[src/rtl/hash_ctl_pkg.sv]
package hash_ctl_pkg;
  localparam int unsigned IDX_CTRL = 0;
  localparam int unsigned IDX_DATA = 1;
  localparam int unsigned IDX_DIG0 = 2;

  localparam int unsigned BIT_GO    = 0;
  localparam int unsigned BIT_RDY   = 1;
  localparam int unsigned BIT_VLD   = 2;
  localparam int unsigned BIT_ERR   = 4;
  localparam int unsigned BIT_SZ_LO = 8;
  localparam int unsigned BIT_SWAP  = 12;

  typedef enum logic [1:0] {
    XFER_B8  = 2'd0,
    XFER_B16 = 2'd1,
    XFER_B32 = 2'd2,
    XFER_RSV = 2'd3
  } xfer_size_e;
endpackage

[src/rtl/hash_ctl_csr.sv]
module hash_ctl_csr (
  input  logic       clk,
  input  logic       rst_n,
  input  logic       ctrl_wr,
  input  logic       wd_go,
  input  logic       wd_err,
  input  logic [1:0] wd_size,
  input  logic       wd_swap,
  input  logic       data_wr,
  input  logic       rdy,
  output logic       go_pulse,
  output logic       err,
  output logic [1:0] size,
  output logic       swap
);
  import hash_ctl_pkg::*;

  logic       err_q, err_d;
  logic [1:0] size_q, size_d;
  logic       swap_q, swap_d;

  assign go_pulse = ctrl_wr & wd_go;

  always_comb begin
    err_d  = err_q;
    size_d = size_q;
    swap_d = swap_q;
    if (data_wr && !rdy)
      err_d = 1'b1;
    else if (ctrl_wr && wd_err)
      err_d = 1'b0;
    if (ctrl_wr) begin
      size_d = wd_size;
      swap_d = wd_swap;
    end
  end

  always_ff @(posedge clk or negedge rst_n) begin
    if (!rst_n) begin
      err_q  <= 1'b0;
      size_q <= XFER_B32;
      swap_q <= 1'b1;
    end else begin
      err_q  <= err_d;
      size_q <= size_d;
      swap_q <= swap_d;
    end
  end

  assign err  = err_q;
  assign size = size_q;
  assign swap = swap_q;

  AST_BUSY_WRITE_FLAGS: assert property (@(posedge clk) disable iff (!rst_n)
    (data_wr && !rdy) |=> err_q) else $error("busy write not flagged");
  AST_ERR_W1C: assert property (@(posedge clk) disable iff (!rst_n)
    (ctrl_wr && wd_err && !data_wr) |=> !err_q) else $error("error not cleared");
endmodule

[src/rtl/hash_ctl_blk.sv]
module hash_ctl_blk #(
  parameter int unsigned BLOCK_BYTES = 64
) (
  input  logic       clk,
  input  logic       rst_n,
  input  logic       data_wr,
  input  logic       go_pulse,
  input  logic       core_done,
  input  logic [1:0] size,
  output logic       rdy,
  output logic       vld,
  output logic       dreq,
  output logic       accept
);
  localparam int unsigned CNT_W = $clog2(BLOCK_BYTES + 1);

  logic [CNT_W-1:0] cnt_q, cnt_d, limit, cnt_inc;
  logic             rdy_q, rdy_d, vld_q, vld_d;

  assign limit   = CNT_W'(BLOCK_BYTES >> ((size == 2'd3) ? 2'd2 : size));
  assign cnt_inc = cnt_q + CNT_W'(1);
  assign accept  = data_wr & rdy_q;

  always_comb begin
    cnt_d = cnt_q;
    rdy_d = rdy_q;
    vld_d = vld_q;
    if (go_pulse) begin
      cnt_d = '0;
      rdy_d = 1'b1;
      vld_d = 1'b1;
    end else begin
      if (accept) begin
        vld_d = 1'b0;
        if (cnt_inc >= limit) begin
          cnt_d = '0;
          rdy_d = 1'b0;
        end else begin
          cnt_d = cnt_inc;
        end
      end
      if (core_done) begin
        rdy_d = 1'b1;
        vld_d = 1'b1;
      end
    end
  end

  always_ff @(posedge clk or negedge rst_n) begin
    if (!rst_n) begin
      cnt_q <= '0;
      rdy_q <= 1'b1;
      vld_q <= 1'b1;
    end else begin
      cnt_q <= cnt_d;
      rdy_q <= rdy_d;
      vld_q <= vld_d;
    end
  end

  assign rdy  = rdy_q;
  assign vld  = vld_q;
  assign dreq = rdy_q & (cnt_q < limit);

  AST_GO_SETS_READY: assert property (@(posedge clk) disable iff (!rst_n)
    go_pulse |=> (rdy_q && vld_q)) else $error("start did not set ready");
  AST_DONE_SETS_READY: assert property (@(posedge clk) disable iff (!rst_n)
    core_done |=> rdy_q) else $error("done did not set ready");
  AST_WRITE_CLEARS_VALID: assert property (@(posedge clk) disable iff (!rst_n)
    (accept && !go_pulse && !core_done) |=> !vld_q) else $error("valid kept");
endmodule

[src/rtl/hash_ctl_rdmux.sv]
module hash_ctl_rdmux #(
  parameter int unsigned IDX_W     = 4,
  parameter int unsigned DATA_W    = 32,
  parameter int unsigned DIG_WORDS = 8
) (
  input  logic [IDX_W-1:0]            idx,
  input  logic [DATA_W-1:0]           ctrl_word,
  input  logic [DIG_WORDS*DATA_W-1:0] digest,
  output logic [DATA_W-1:0]           rdata
);
  import hash_ctl_pkg::*;

  always_comb begin
    rdata = '0;
    if (idx == IDX_W'(IDX_CTRL))
      rdata = ctrl_word;
    for (int i = 0; i < DIG_WORDS; i++) begin
      if (idx == IDX_W'(IDX_DIG0 + i))
        rdata = digest[(DIG_WORDS-1-i)*DATA_W +: DATA_W];
    end
  end
endmodule

[src/rtl/hash_ctl.sv]
module hash_ctl #(
  parameter int unsigned BLOCK_BYTES = 64,
  parameter int unsigned DIG_WORDS   = 8,
  parameter int unsigned IDX_W       = 4
) (
  input  logic                    clk,
  input  logic                    rst_n,
  input  logic                    psel,
  input  logic                    penable,
  input  logic                    pwrite,
  input  logic [IDX_W-1:0]        paddr,
  input  logic [31:0]             pwdata,
  output logic [31:0]             prdata,
  output logic                    dma_req,
  output logic                    core_wr,
  output logic [31:0]             core_wdata,
  output logic [1:0]              core_size,
  output logic                    core_bswap,
  input  logic                    core_done,
  input  logic [DIG_WORDS*32-1:0] core_digest
);
  import hash_ctl_pkg::*;

  logic [1:0]  rst_sync_q;
  logic        rst_int_n;
  logic        wr_acc, ctrl_wr, data_wr;
  logic        go_pulse, err, swap, rdy, vld;
  logic [1:0]  size;
  logic [31:0] ctrl_word;

  always_ff @(posedge clk or negedge rst_n) begin
    if (!rst_n) rst_sync_q <= 2'b00;
    else        rst_sync_q <= {rst_sync_q[0], 1'b1};
  end
  assign rst_int_n = rst_sync_q[1];

  assign wr_acc  = psel & penable & pwrite;
  assign ctrl_wr = wr_acc & (paddr == IDX_W'(IDX_CTRL));
  assign data_wr = wr_acc & (paddr == IDX_W'(IDX_DATA));

  hash_ctl_csr u_csr (
    .clk(clk), .rst_n(rst_int_n),
    .ctrl_wr(ctrl_wr),
    .wd_go(pwdata[BIT_GO]), .wd_err(pwdata[BIT_ERR]),
    .wd_size(pwdata[BIT_SZ_LO+1:BIT_SZ_LO]), .wd_swap(pwdata[BIT_SWAP]),
    .data_wr(data_wr), .rdy(rdy),
    .go_pulse(go_pulse), .err(err), .size(size), .swap(swap)
  );

  hash_ctl_blk #(.BLOCK_BYTES(BLOCK_BYTES)) u_blk (
    .clk(clk), .rst_n(rst_int_n),
    .data_wr(data_wr), .go_pulse(go_pulse), .core_done(core_done),
    .size(size), .rdy(rdy), .vld(vld), .dreq(dma_req), .accept(core_wr)
  );

  always_comb begin
    ctrl_word = '0;
    ctrl_word[BIT_RDY] = rdy;
    ctrl_word[BIT_VLD] = vld;
    ctrl_word[BIT_ERR] = err;
    ctrl_word[BIT_SZ_LO+1:BIT_SZ_LO] = size;
    ctrl_word[BIT_SWAP] = swap;
  end

  hash_ctl_rdmux #(.IDX_W(IDX_W), .DATA_W(32), .DIG_WORDS(DIG_WORDS)) u_rd (
    .idx(paddr), .ctrl_word(ctrl_word), .digest(core_digest), .rdata(prdata)
  );

  assign core_wdata = pwdata;
  assign core_size  = size;
  assign core_bswap = swap;

  AST_REQ_DROPS_AFTER_BLOCK: assert property (@(posedge clk) disable iff (!rst_int_n)
    (!dma_req && !go_pulse && !core_done) |=> !dma_req) else $error("request rose alone");
endmodule

[config.mk]
export PLATFORM = sky130hd
export DESIGN_NAME = hash_ctl
export DESIGN_NICKNAME = d
export VERILOG_FILES = /design/src/rtl/hash_ctl_pkg.sv /design/src/rtl/hash_ctl_csr.sv /design/src/rtl/hash_ctl_blk.sv /design/src/rtl/hash_ctl_rdmux.sv /design/src/rtl/hash_ctl.sv
export SDC_FILE = /design/constraint.sdc
export NUM_CORES = 1
export LEC_CHECK = 0
export ABC_AREA = 0
export BUFFER_PORTS_ARGS = -buffer_cell sky130_fd_sc_hd__buf_2
export CAP_MARGIN = 20
export CORE_AREA = 3 3 142 144
export CTS_CLUSTER_SIZE = 12
export DETAILED_ROUTE_END_ITERATION = 8
export DIE_AREA = 0 0 145 147
export PLACE_DENSITY = 0.59
export SYNTH_ARGS = -nofsm -noshare
export SYNTH_HDL_FRONTEND = slang
export SYNTH_SLANG_ARGS = --single-unit
[constraint.sdc]
create_clock -name clk -period 1.8 [get_ports clk]
set_input_delay 0.36 -clock clk [delete_from_list [all_inputs] [get_ports clk]]
set_output_delay 0.36 -clock clk [all_outputs]
set_load 0.005 [all_outputs]
==> summary.txt <==
STA
  • Final hold violations: 0
  • Final setup margin: -0.411 ns
  • Tcrit/Tclk final: 123%
  • RSZ-0062 raised after global routing: true
  • Slew headroom: 62.3%
  • Fin crit period: 2.21 ns
  • Clock Skew: 0.00439 ns
  • Fmax: 452 MHz
  • Setup violations, final: 41
  • Worst hold slack: 0.231 ns
  • Max Slew Vio Count: 0
  • Slew @ Worst Pin: 0.565 ns

Critical path
  • Startpoint Class: flop
  • FF-to-FF End: u_blk.rdy
  • Critical path startpoint: u_blk.cnt_q[0]
  • Crit. End Element: flop
  • CP max FO: 2
  • Reg-to-Reg Start: u_blk.cnt_q[0]
  • Req. time, crit path: 1.98 ns
  • Reg2Reg Setup Slack: -0.41 ns
  • Worst setup endpoint: u_blk.rdy
  • Crit Path Category: flop to flop
  • Arrival time at the worst endpoint: 2.39 ns
  • FF-to-FF path depth: 10

Flow run
  • Max cap viols: 0

Placement
  • DP Area: 5640 µm²
  • Cells after DPL: 991
  • Post-DP HPWL: 16.4 mm
  • # port buffers: 312
  • Gpl congestion: 0.886

Finish
  • Fin area: 6910 µm²
  • Fin nets: 1085
  • Fraction of layout cells with a size suffix above 1: 73.1%
  • Finished Core Util: 36.7%
  • Area Overhead vs Synth: 100%
  • Layout Cells excl Fill: 1039

Routing
  • Initial DRC count: 233
  • Drt wl/cell: 20.6 µm
  • Vias: 5082
  • Vias per inst: 4.89
  • Drt drc: 0
  • Final antenna-violating net count: 0
  • Final WL: 21.4 mm
  • Pre-antenna DRT Iters: 6

Global route
  • Vias in the first global route: 5127
  • First-pass GRT wire length: 30.8 mm
  • Gr ovfl total: 0
  • Largest net degree at the start of global routing: 21
  • Initial antenna violation count: 4
  • Gr usage total: 18.2%

Run status
  • Failing checks: setup timing
  • Outcome: finished with violations

Floorplanning
  • Initial Util: 18.3%
  • Core ar.: 18800 µm²
  • Die area: 21300 µm²
  • Die width: 145 µm
  • Core Rows: 50
  • I/O Pins: 367
  • Die H: 147 µm

Power and ir drop
  • Leakage Power: 0.00326 µW
  • Pwr dens: 341 nW/µm²
  • Peak VDD IR: 0.420 mV
  • Overall Power: 2350 µW

Yosys
  • Syn_area_per_cell: 8.37 µm²
  • Cell Area, Synth: 3450 µm²
  • Synth Flop Type: dfrtp_1
  • Post-synth EDFFs: 0
  • Sequential-to-total area share from yosys stat: 11.0%
  • Cells after Synth: 412
  • Top post-synthesis cells by area: mux4_2 (12%), dfrtp_1 (8.0%), buf_4 (7.8%)
  • Top cell type's share of synthesized area: 12.4%
  • Post-synthesis register bit count: 15
  • Yosys warns: 0
  • Synth cell types: 56
  • Post-synth ARST share: 100%
  • Area leader, netlist: mux4_2

Clock tree
  • TritonCTS clock tree: built
  • Worst-path clk slew: 0.05 ns
  • Total CTS buffers: 3
  • Clock tree buffer depth: 2
  • Clock sink count: 15
  • Later-pin clock latency in the skew report: 0.25 ns
  • Clock root buffer: clkbuf_16
  • H-tree depth: 1

Min path
  • Hold WC Path Type: flop to async pin
[metal layers]
metal,up-vias,track usage [%],wire length [µm]
met3,44,4.23,1650
met4,4,4.13,580
li1,2347,-,-
met2,278,31.7,10600
met5,-,0,25
met1,2409,23.1,8480
[synthesized netlist by cell type (9+ instances only)]
cell type	n
a21oi_1	30
a22oi_1	19
a2bb2oi_1	19
a31oi_1	13
buf_2	12
buf_4	36
buf_6	9
clkbuf_1	13
dfrtp_1	11
ha_1	9
mux2_2	9
mux4_2	19
nand2_1	26
nor2_1	24
nor2b_1	11
o21ai_0	11
o31ai_1	25
[critical path, cell delays in order, from the launching register on]
cell and delay (ns):
dfrtp_1 0.35, ha_2 0.19, nand3_2 0.09, nor2_2 0.11, xnor2_1 0.15, inv_1 0.07
ha_1 0.28, o21a_1 0.13, o2bb2ai_2 0.07, or4_1 0.39, a221o_1 0.30
[layout by cell type, fill, tap and decap left out, types with 11 or more instances in the layout]
cell	count
buf_6	17
dfrtp_1	11
a31oi_1	11
buf_4	66
buf_2	308
nor2_1	18
a2bb2oi_2	12
mux4_2	19
a21oi_1	26
o31ai_1	18
a22oi_2	16
nand2_1	24
buf_12	25
[logic make-up (layout without fill, tap and decap cells)]
| logic type | Yosys count | in the layout | share of synthesized area (%) |
|---|---|---|---|
| compound gates | 177 | 177 | 37.4 |
| xor+xnor | 4 | 4 | 1.02 |
| fa+ha+maj | 9 | 9 | 3.26 |
| buf+inv | 80 | 443 | 15.0 |
| flops | 15 | 15 | 11.0 |
| mux | 30 | 30 | 15.9 |
| other cells | 1 | 5 | 0.109 |
| simple gates | 96 | 96 | 16.2 |
[sequential cells by signal, indices dropped and copies added, names as in the netlist]
register     flops
u_blk.cnt_q      7
rst_sync_q       2
u_csr.size       2
u_blk.rdy        1
u_blk.vld        1
u_csr.err        1
u_csr.swap       1
[cell type report]
type | instances | area, µm²
Antenna cell | 2 | 5.00
Clock buffer | 3 | 75.1
Clock inverter | 1 | 5.00
Fill cell | 1930 | 11900
Inverter | 9 | 41.3
Multi-Input combinational cell | 319 | 3080
Sequential cell | 15 | 380
Tap cell | 260 | 325
Timing Repair Buffer | 430 | 3000
[how the worst min path moves through the flow]
| stage | start | end | slack [ns] | cells after the start |
|---|---|---|---|---|
| floorplan | rst_n | rst_sync_q[0] | 0.06 | 0 |
| global placement | rst_n | rst_sync_q[0] | 0.15 | 1 |
| detailed placement | rst_n | rst_sync_q[1] | 0.15 | 1 |
| CTS | rst_sync_q[1] | u_blk.cnt_q[2] | 0.26 | 0 |
| global route | rst_sync_q[1] | u_blk.cnt_q[3] | 0.29 | 0 |
| finish | rst_sync_q[1] | u_blk.cnt_q[2] | 0.23 | 0 |
[where the power goes]
group          internal (µW)  total [µW]  switching [µW]
logic                    861        1530             667
clock network            297         443             145
registers                363         384            20.2
[repair_timing]
item                                    4_1_cts  5_1_grt
cloned                                        5        3
endpoints found under the setup margin       41       45
hold buffers                                  1        0
pin swaps                                    61       39
gates resized for setup                     123       45
endpoints found under the hold margin         2        0
buffers inserted                             24       18
[per-stage QoR]
stage	TNS, ns	setup WS (ns)
finish	-8.96	-0.411
global route	-12.21	-0.526
CTS	-8.32	-0.384
detailed placement	-12.08	-0.398
global placement	-11.73	-0.386
floorplan	-0.969	-0.409
Note: power is estimated with default switching activity, not from simulation.
